`src/rtl/alu_pkg.sv`:
```
package alu_pkg;

    typedef enum logic [2:0] {
        OP_ADD = 3'd0,
        OP_SUB = 3'd1,
        OP_CMP = 3'd2,
        OP_OR  = 3'd3,
        OP_AND = 3'd4,
        OP_XOR = 3'd5
    } alu_op_e;

    typedef struct packed {
        logic n;
        logic z;
        logic c;
        logic v;
    } nzcv_t;

endpackage

```
`src/rtl/alu_addsub.sv`:
```
module alu_addsub #(
    parameter int W = 64
) (
    input  logic [W-1:0] a,
    input  logic [W-1:0] b,
    input  logic         sub,
    output logic [W-1:0] sum,
    output logic         cout,
    output logic         ovf
);
    logic [W-1:0] b_eff;
    logic [W:0]   wide_sum;

    always_comb begin
        b_eff    = sub ? ~b : b;
        wide_sum = {1'b0, a} + {1'b0, b_eff} + {{W{1'b0}}, sub};
        sum      = wide_sum[W-1:0];
        cout     = wide_sum[W];
        // signed overflow: both inputs agree in sign, result differs
        ovf      = (a[W-1] == b_eff[W-1]) && (wide_sum[W-1] != a[W-1]);
    end
endmodule

```
`src/rtl/alu_logic.sv`:
```
module alu_logic #(
    parameter int W = 64
) (
    input  alu_pkg::alu_op_e op,
    input  logic [W-1:0]     a,
    input  logic [W-1:0]     b,
    output logic [W-1:0]     y
);
    import alu_pkg::*;

    always_comb begin
        unique case (op)
            OP_OR:   y = a | b;
            OP_AND:  y = a & b;
            OP_XOR:  y = a ^ b;
            default: y = '0;
        endcase
    end
endmodule

```
`src/rtl/alu_flag_gen.sv`:
```
module alu_flag_gen #(
    parameter int W = 64
) (
    input  logic [W-1:0]  res,
    input  logic          wide,
    input  logic          is_logic,
    input  logic          carry,
    input  logic          ovf,
    output alu_pkg::nzcv_t flags
);
    localparam int HW = W / 2;

    always_comb begin
        flags.n = wide ? res[W-1] : res[HW-1];
        flags.z = wide ? (res == '0) : (res[HW-1:0] == '0);
        flags.c = is_logic ? 1'b0 : carry;
        flags.v = is_logic ? 1'b0 : ovf;
    end
endmodule

```
`src/rtl/flag_alu.sv`:
```
module flag_alu #(
    parameter int         DATA_W   = 64,
    parameter logic [7:0] CTRL_RST = 8'hC0
) (
    input  logic              clk,
    input  logic              rst_n,
    input  logic              issue_i,
    input  logic [2:0]        op_i,
    input  logic              wide_i,
    input  logic              setf_i,
    input  logic [DATA_W-1:0] a_i,
    input  logic [DATA_W-1:0] b_i,
    input  logic              priv_i,
    input  logic              ctl_we_i,
    input  logic [7:0]        ctl_data_i,
    output logic [DATA_W-1:0] result_o,
    output logic              wb_en_o,
    output logic [31:0]       status_o
);
    import alu_pkg::*;

    localparam int HALF_W = DATA_W / 2;
    localparam int STAT_W = 32;
    localparam int RSV_W  = STAT_W - 4 - 8;

    typedef struct packed {
        logic [DATA_W-1:0] result;
        logic              wb_en;
        nzcv_t             flags;
        logic [7:0]        ctl;
    } state_t;

    state_t st_d, st_q;

    alu_op_e           op;
    logic              known, is_arith, is_logic, is_sub, upd_flags;
    logic [DATA_W-1:0] sum_full, logic_full, res_sel;
    logic [HALF_W-1:0] sum_half;
    logic              c_full, v_full, c_half, v_half;
    nzcv_t             flags_new;

    assign op       = alu_op_e'(op_i);
    assign known    = (op_i <= 3'd5);
    assign is_sub   = (op == OP_SUB) || (op == OP_CMP);
    assign is_arith = known && ((op == OP_ADD) || is_sub);
    assign is_logic = known && !is_arith;

    alu_addsub #(.W(DATA_W)) u_add_full (
        .a(a_i), .b(b_i), .sub(is_sub),
        .sum(sum_full), .cout(c_full), .ovf(v_full)
    );

    alu_addsub #(.W(HALF_W)) u_add_half (
        .a(a_i[HALF_W-1:0]), .b(b_i[HALF_W-1:0]), .sub(is_sub),
        .sum(sum_half), .cout(c_half), .ovf(v_half)
    );

    alu_logic #(.W(DATA_W)) u_logic (
        .op(op), .a(a_i), .b(b_i), .y(logic_full)
    );

    always_comb begin
        if (!known)
            res_sel = '0;
        else if (is_arith)
            res_sel = wide_i ? sum_full : {{HALF_W{1'b0}}, sum_half};
        else
            res_sel = wide_i ? logic_full
                             : {{HALF_W{1'b0}}, logic_full[HALF_W-1:0]};
    end

    alu_flag_gen #(.W(DATA_W)) u_flags (
        .res(res_sel),
        .wide(wide_i),
        .is_logic(is_logic),
        .carry(wide_i ? c_full : c_half),
        .ovf(wide_i ? v_full : v_half),
        .flags(flags_new)
    );

    assign upd_flags = issue_i && known && (setf_i || (op == OP_CMP));

    always_comb begin
        st_d       = st_q;
        st_d.wb_en = issue_i && known && (op != OP_CMP);
        if (issue_i)
            st_d.result = res_sel;
        if (upd_flags)
            st_d.flags = flags_new;
        if (ctl_we_i && priv_i)
            st_d.ctl = ctl_data_i;
    end

    always_ff @(posedge clk or negedge rst_n) begin
        if (!rst_n) begin
            st_q.result <= '0;
            st_q.wb_en  <= 1'b0;
            st_q.flags  <= '0;
            st_q.ctl    <= CTRL_RST;
        end else begin
            st_q <= st_d;
        end
    end

    assign result_o = st_q.result;
    assign wb_en_o  = st_q.wb_en;
    assign status_o = {st_q.flags, {RSV_W{1'b0}}, st_q.ctl};

    // flags hold unless an update was requested
    p_flags_hold_r3: assert property (@(posedge clk) disable iff (!rst_n)
        !(issue_i && (setf_i || op_i == 3'd2)) |=> $stable(status_o[31:28]));

    // compare never strobes write-back
    p_cmp_nowb_r8: assert property (@(posedge clk) disable iff (!rst_n)
        (issue_i && op_i == 3'd2) |=> !wb_en_o);

    // logic ops with flag update clear C and V
    p_logic_cv_r9: assert property (@(posedge clk) disable iff (!rst_n)
        (issue_i && setf_i && op_i >= 3'd3 && op_i <= 3'd5)
        |=> (status_o[29:28] == 2'b00));

    // control byte changes only through a privileged write
    p_ctl_guard_r10: assert property (@(posedge clk) disable iff (!rst_n)
        !(ctl_we_i && priv_i) |=> $stable(status_o[7:0]));

    // upper half zero after a 32-bit operation
    p_upper_zero_r11: assert property (@(posedge clk) disable iff (!rst_n)
        (issue_i && !wide_i) |=> (result_o[DATA_W-1:HALF_W] == '0));

    // reserved status bits read zero
    p_rsv_zero_r1: assert property (@(posedge clk) disable iff (!rst_n)
        status_o[27:8] == '0);

endmodule

```
`config.mk`:
```
export PLATFORM = sky130hd
export DESIGN_NAME = flag_alu
export DESIGN_NICKNAME = d
export VERILOG_FILES = /design/src/rtl/alu_pkg.sv /design/src/rtl/alu_addsub.sv /design/src/rtl/alu_logic.sv /design/src/rtl/alu_flag_gen.sv /design/src/rtl/flag_alu.sv
export SDC_FILE = /design/constraint.sdc
export NUM_CORES = 1
export LEC_CHECK = 0
export BUFFER_PORTS_ARGS = -buffer_cell sky130_fd_sc_hd__buf_2
export CAP_MARGIN = 10
export CORE_UTILIZATION = 53
export DETAILED_ROUTE_END_ITERATION = 7
export GPL_TIMING_DRIVEN = 0
export PLACE_DENSITY = 0.91
export SYNTH_ARGS = -nofsm -noshare
export SYNTH_HDL_FRONTEND = slang
export SYNTH_SLANG_ARGS = --single-unit
```
`constraint.sdc`:
```
create_clock -name clk -period 0.9 [get_ports clk]
set_clock_uncertainty 0.1 [all_clocks]
set_input_delay 0.27 -clock clk [delete_from_list [all_inputs] [get_ports clk]]
set_output_delay 0.27 -clock clk [all_outputs]
set_load 0.05 [all_outputs]
```
==> run metrics, run 1 <==
Seq cells post-synth=77; status=did not finish; GRT overflow=86; mapped cell area=0.0126 sq mm; Avg Inst Size Synth=7.41 sq um; Area contributors post-synth=ha_1, dfrtp_1, o21ai_0, xnor2_1, nand2_1; global placement routability congestion=1.11; unique cell type count in the Yosys netlist=81; die width=156 microns; Synth Area in Adders=0.204; Initial Util=0.538; largest net degree at the start of global routing=64; IO buf count=221; vias in the first global route=18,400; ys async rst share=1.00; prevailing post-synth register cell=dfrtp_1; TritonCTS Sinks=77; post-synthesis xor/xnor area fraction=0.0751; CTS Buf Count=9; Post-Syn Instances=1,699; Overall Global Routing Usage=0.653; global-route wire length before repair=118 mm; clock root buffer=clkbuf_16; H-tree lvl count=3; Yosys warning total=0; largest family of logic cells by synthesized area=compound AO/OA/AOI/OAI gates; post-synth top area cell=ha_1; DP HPWL=48.0 mm; post-synthesis mux area share=0.0470; Bufs on Longest Clock Path=2; simple-gate share of the synthesized area=0.176; Post-synth EDFFs=0; top cell type's share of synthesized area=0.203; stop err=[ERROR GRT-0116] Global routing finished with congestion. Check the congestion regions in the DRC Viewer.; num ports=243; Failed at=5_1_grt; Die Height=156 microns; cell row count=56; register area share after synthesis=0.153; Synth Area in Compound Gates=0.260
## cell usage after synthesis (5+ instances only)
cell type / number
nand2b_1: 6
a211oi_1: 15
a222oi_1: 11
o221ai_1: 5
xor2_1: 15
clkbuf_1: 84
o211ai_1: 24
nor2b_1: 6
or3_1: 12
a31oi_1: 15
inv_1: 149
mux2_2: 49
a21oi_1: 122
a221oi_1: 14
nor4_1: 20
a221o_1: 5
a21o_1: 18
nand4_1: 29
buf_1: 8
o21ai_0: 163
o21a_1: 15
nand3_1: 22
buf_4: 20
or2_2: 6
o22ai_1: 5
a2bb2oi_1: 13
ha_1: 204
o21bai_1: 19
o31ai_1: 11
nor3_1: 24
and4_1: 5
nand2_1: 184
dfrtp_1: 75
nor2_1: 128
and2_1: 11
xnor2_1: 93
or4_1: 5
and3_1: 8
a21boi_0: 9
## metal layers
metal  overflow  track usage
met5          0        0.128
met4         31        0.623
met3          1        0.384
met2         50        0.901
met1          4        0.673
## kinds of logic after synthesis
kind of cell	after synthesis
xor gates and xnor gates	108
DFF	77
muxes	53
adders and majority gates	205
buffers and inverters	263
AOI/OAI and AO/OA	512
and+or+nand+nor	480
other	1
## stage by stage
stage	hold WS, ns	std cells	cell area, sq um	worst slack [ns]
after CTS	-0.321	2426	18700	-3.89
after floorplan	-0.126	1718	13400	-3.39
after detailed placement	0.0442	2259	15000	-5.34
after global placement	0.373	2258	14900	-5.34
## what timing repair did
action                                 CTS
pin swaps                              115
cloned                                   2
setup buffers                          155
endpoints found under the hold margin   16
gates resized for setup                501
setup endpoints to repair              146
==> inputs of run 2 (changes only) <==
--- a/config.mk
+++ b/config.mk
@@ -7,10 +7,10 @@
 export LEC_CHECK = 0
 export BUFFER_PORTS_ARGS = -buffer_cell sky130_fd_sc_hd__buf_2
 export CAP_MARGIN = 10
-export CORE_UTILIZATION = 53
+export CORE_UTILIZATION = 38
 export DETAILED_ROUTE_END_ITERATION = 7
 export GPL_TIMING_DRIVEN = 0
-export PLACE_DENSITY = 0.91
+export PLACE_DENSITY_LB_ADDON = 0.15
 export SYNTH_ARGS = -nofsm -noshare
 export SYNTH_HDL_FRONTEND = slang
 export SYNTH_SLANG_ARGS = --single-unit
==> constraint.sdc (replaced) <==
create_clock -name clk -period 1.17 [get_ports clk]
set_clock_uncertainty 0.1 [all_clocks]
set_input_delay 0.351 -clock clk [delete_from_list [all_inputs] [get_ports clk]]
set_output_delay 0.351 -clock clk [all_outputs]
set_load 0.05 [all_outputs]
==> run 2 against run 1 <==
Effect of this change:
- the flow now finishes, with violations (setup timing)
- synthesized cell count stayed put
- area after synthesis stayed put
==> run metrics, run 2 <==
status=finished, violations left (was did not finish); violated checks=setup timing; Post-synth EDFFs=0 (unchanged); ys async rst share=1.00 (unchanged); final max-slew violation count=0; Overall Global Routing Usage=0.383; Max-Cap Viols=0; TritonCTS Sinks=77 (unchanged); relative slew slack=0.108; CP bufs+invs=8; fin cells=2,538; routed wire length=65.6 mm; cell row count=66 (was 56); setup repair after global routing missed its margin=true; post-route ant nets=0; vias in the first global route=14,600; startpoint types=primary input; CTS Buf Count=9 (unchanged); worst-path maximum fanout=7; Finished Cell Area=0.0184 sq mm; max reg flops=64; worst-path cell chain=buf_8, clkbuf_16, clkbuf_16, clkbuf_16, clkbuf_16, nor2_4, buf_12, clkbuf_16, xnor2_2, ha_1, buf_6, nand4_1, or4_4, nor2_4, nand2_1, o2111a_2, nor2_4, mux2i_4, a22o_1, or4_4, nor4_4, nand4_1, o21ai_1; Max stage delay on crit path=0.61 ns; mapped cell area=0.0126 sq mm (unchanged); DP HPWL=49.5 mm (was 48.0 mm); post-synthesis xor/xnor area fraction=0.0751 (unchanged); Critical Path End Type=flop; WL/cell=25.9 microns; num ports=243 (unchanged); pre-CTS WS=-5.13 ns (was -5.34 ns); GRT overflow=0; post-synth top area cell=ha_1 (unchanged); commonest non-fill, non-tap cell in the layout=buf_2; Switching Share=0.503; IO buf count=221 (unchanged); die area=0.0339 sq mm; worst slew pin tran=1.34 ns; Commonest cells post-synth=ha_1, nand2_1, o21ai_0 (unchanged); share of cells above drive strength 1=0.365; Critical-path top delay cell=or4_4; Placed Instance Area=0.0150 sq mm (about the same); CTS tree=built; fmax=0.208 GHz; via count=15,000; DRT Pass-1 Iters=7; Synth Area in Compound Gates=0.260 (unchanged); post-route clock period utilization=4.11; count leader, synth=ha_1 (unchanged); vias per cell=5.89; min-delay worst type=in -> reg; die width=184 microns (was 156 microns); Worst VDD drop=0.000789 V; Yosys warning total=0 (unchanged); DRT iter0 DRCs=1,257; Area contributors post-synth=ha_1, dfrtp_1, o21ai_0, xnor2_1, nand2_1 (unchanged); Bufs on Longest Clock Path=2 (unchanged); WP data required=1.40 ns; Seq cells post-synth=77 (unchanged); largest net degree at the start of global routing=64; Post-layout nets=2,441; part of the power in registers=0.159; Leakage=8.49 nW; final setup violating endpoints=160; Die Height=184 microns (was 156 microns); prevailing post-synth register cell=dfrtp_1 (unchanged); Initial Util=0.387 (was 0.538); instance count on the critical path=23; Synth Area in Adders=0.204 (unchanged); CP dominant cell by count=clkbuf_16; commonest non-fill, non-tap cells in the layout=buf_2, ha_1, nand2_1; dpl cells=2,382 (was 2,259); P&R area growth vs syn=46.2%; Hold Startpoint=ctl_data_i[4]; Post-route DRC=0; unique cell type count in the Yosys netlist=81 (unchanged); Filler cells=3,137; post-synthesis mux area share=0.0470 (unchanged); Net Switching=10.8 mW; Post-Syn Instances=1,699 (unchanged); Skew-Pair Late Insertion Delay=0.37 ns; Core Box Area=0.0325 sq mm; final worst slack=-3.64 ns; H-tree lvl count=3 (unchanged); clock transition at the registers of the reported paths=0.09 ns; final hold viol count=0; Final Core Density=0.566; Crit Path Class=in -> reg; combinational group share of total power=0.685; clock root buffer=clkbuf_16 (unchanged); R2R Setup Slk=0.15 ns; Final Critical Period=4.81 ns; largest family of logic cells by synthesized area=compound AO/OA/AOI/OAI gates (unchanged); global-route wire length before repair=93.4 mm; global placement routability congestion=1.03 (was 1.11); register area share after synthesis=0.153 (unchanged); simple-gate share of the synthesized area=0.176 (unchanged); Int Pwr=10.7 mW; Pwr Density=1170 mW/mm^2; top cell type's share of synthesized area=0.203 (unchanged); WHS Endpoint=status_o[4]$_DFFE_PN0P_; reg2reg path depth=2; Avg Inst Size Synth=7.41 sq um (unchanged); kind of cell adding the most delay to the critical path=simple AND/OR/NAND/NOR gates; clock share of power=0.156; initial antenna violation count=2; WP data arrival=5.04 ns; reg2reg start=result_o[37]$_DFFE_PN0P_; Hold Path Cell Cnt=2; R2R Path End=result_o[37]$_DFFE_PN0P_
==> run 2: cell counts after synthesis <==
Identical to the previous run, type by type.
==> run 2: worst max-delay path by stage <==
| stage | start | end | slack (ns) |
|---|---|---|---|
| finish | op_i[2] | status_o[30]$_DFFE_PN0P_ | -3.64 |
| global route | op_i[2] | status_o[30]$_DFFE_PN0P_ | -3.78 |
| CTS | op_i[2] | status_o[30]$_DFFE_PN0P_ | -3.55 |
| detailed placement | op_i[2] | status_o[30]$_DFFE_PN0P_ | -5.13 |
| global placement | op_i[2] | status_o[30]$_DFFE_PN0P_ | -5.10 |
| floorplan | op_i[2] | status_o[30]$_DFFE_PN0P_ | -3.20 |
==> run 2: routing by layer <==
metal / share of wire / global-route usage / routed length, microns
met1: 0.39 / 0.466 / 25800
met2: 0.46 / 0.625 / 30200
met4: 0.071 / 0.264 / 4690
met5: 0 / 0 / 0
met3: 0.074 / 0.0535 / 4860
==> run 2: final cells by class <==
cell class              count  area (sq um)  share of cell area
clock buffers               9           225              0.0122
inverters                 150           563              0.0306
flip-flops and latches     77          1930               0.105
plain buffers             102           828              0.0450
diodes                      1          2.50            0.000136
repair buffers            372          2650               0.144
clock inverters             7          97.6             0.00530
well taps                 442           553              0.0300
multi-input cells        1378         11600               0.628
==> run 2: cells by family (layout without fill, tap and decap cells) <==
group | Yosys count | in the layout
flip-flops | 77 | 77
XOR/XNOR | 108 | 108
multiplexers | 53 | 53
adder cells (fa/ha/maj) | 205 | 205
AO/OA/AOI/OAI | 512 | 512
other | 1 | 21
buffers and inverters | 263 | 640
AND/OR/NAND/NOR | 480 | 480
==> run 2: per-stage QoR <==
step | total power, mW | setup TNS [ns] | hold slack, ns
after floorplan | 11.1 | -157.92 | -0.0446
after global placement | 14.6 | -340.65 | 0.363
after detailed placement | 14.6 | -249.22 | 0.170
after CTS | 20.1 | -202.57 | 0.0948
after global routing | 22.3 | -213.87 | 0.0964
final | 21.4 | -205.23 | 0.104
==> run 2: what timing repair did <==
action,4_1_cts,5_1_grt
gates resized for setup,308,132
endpoints found under the setup margin,146,160
hold buffers,2,0
endpoints found under the hold margin,14,0
pin swaps,96,79
gates cloned,2,0
setup buffers,103,43
==> run 2: power groups by stage <==
stage | Sequential (mW) | Clock, mW | Combinational (mW)
finish | 3.41 | 3.35 | 14.7
global route | 3.46 | 3.48 | 15.4
CTS | 3.40 | 3.39 | 13.3
detailed placement | 3.40 | 0 | 11.2
global placement | 3.39 | 0 | 11.2
floorplan | 4.97 | 0 | 6.17
Power figures use the tool's default switching activity.
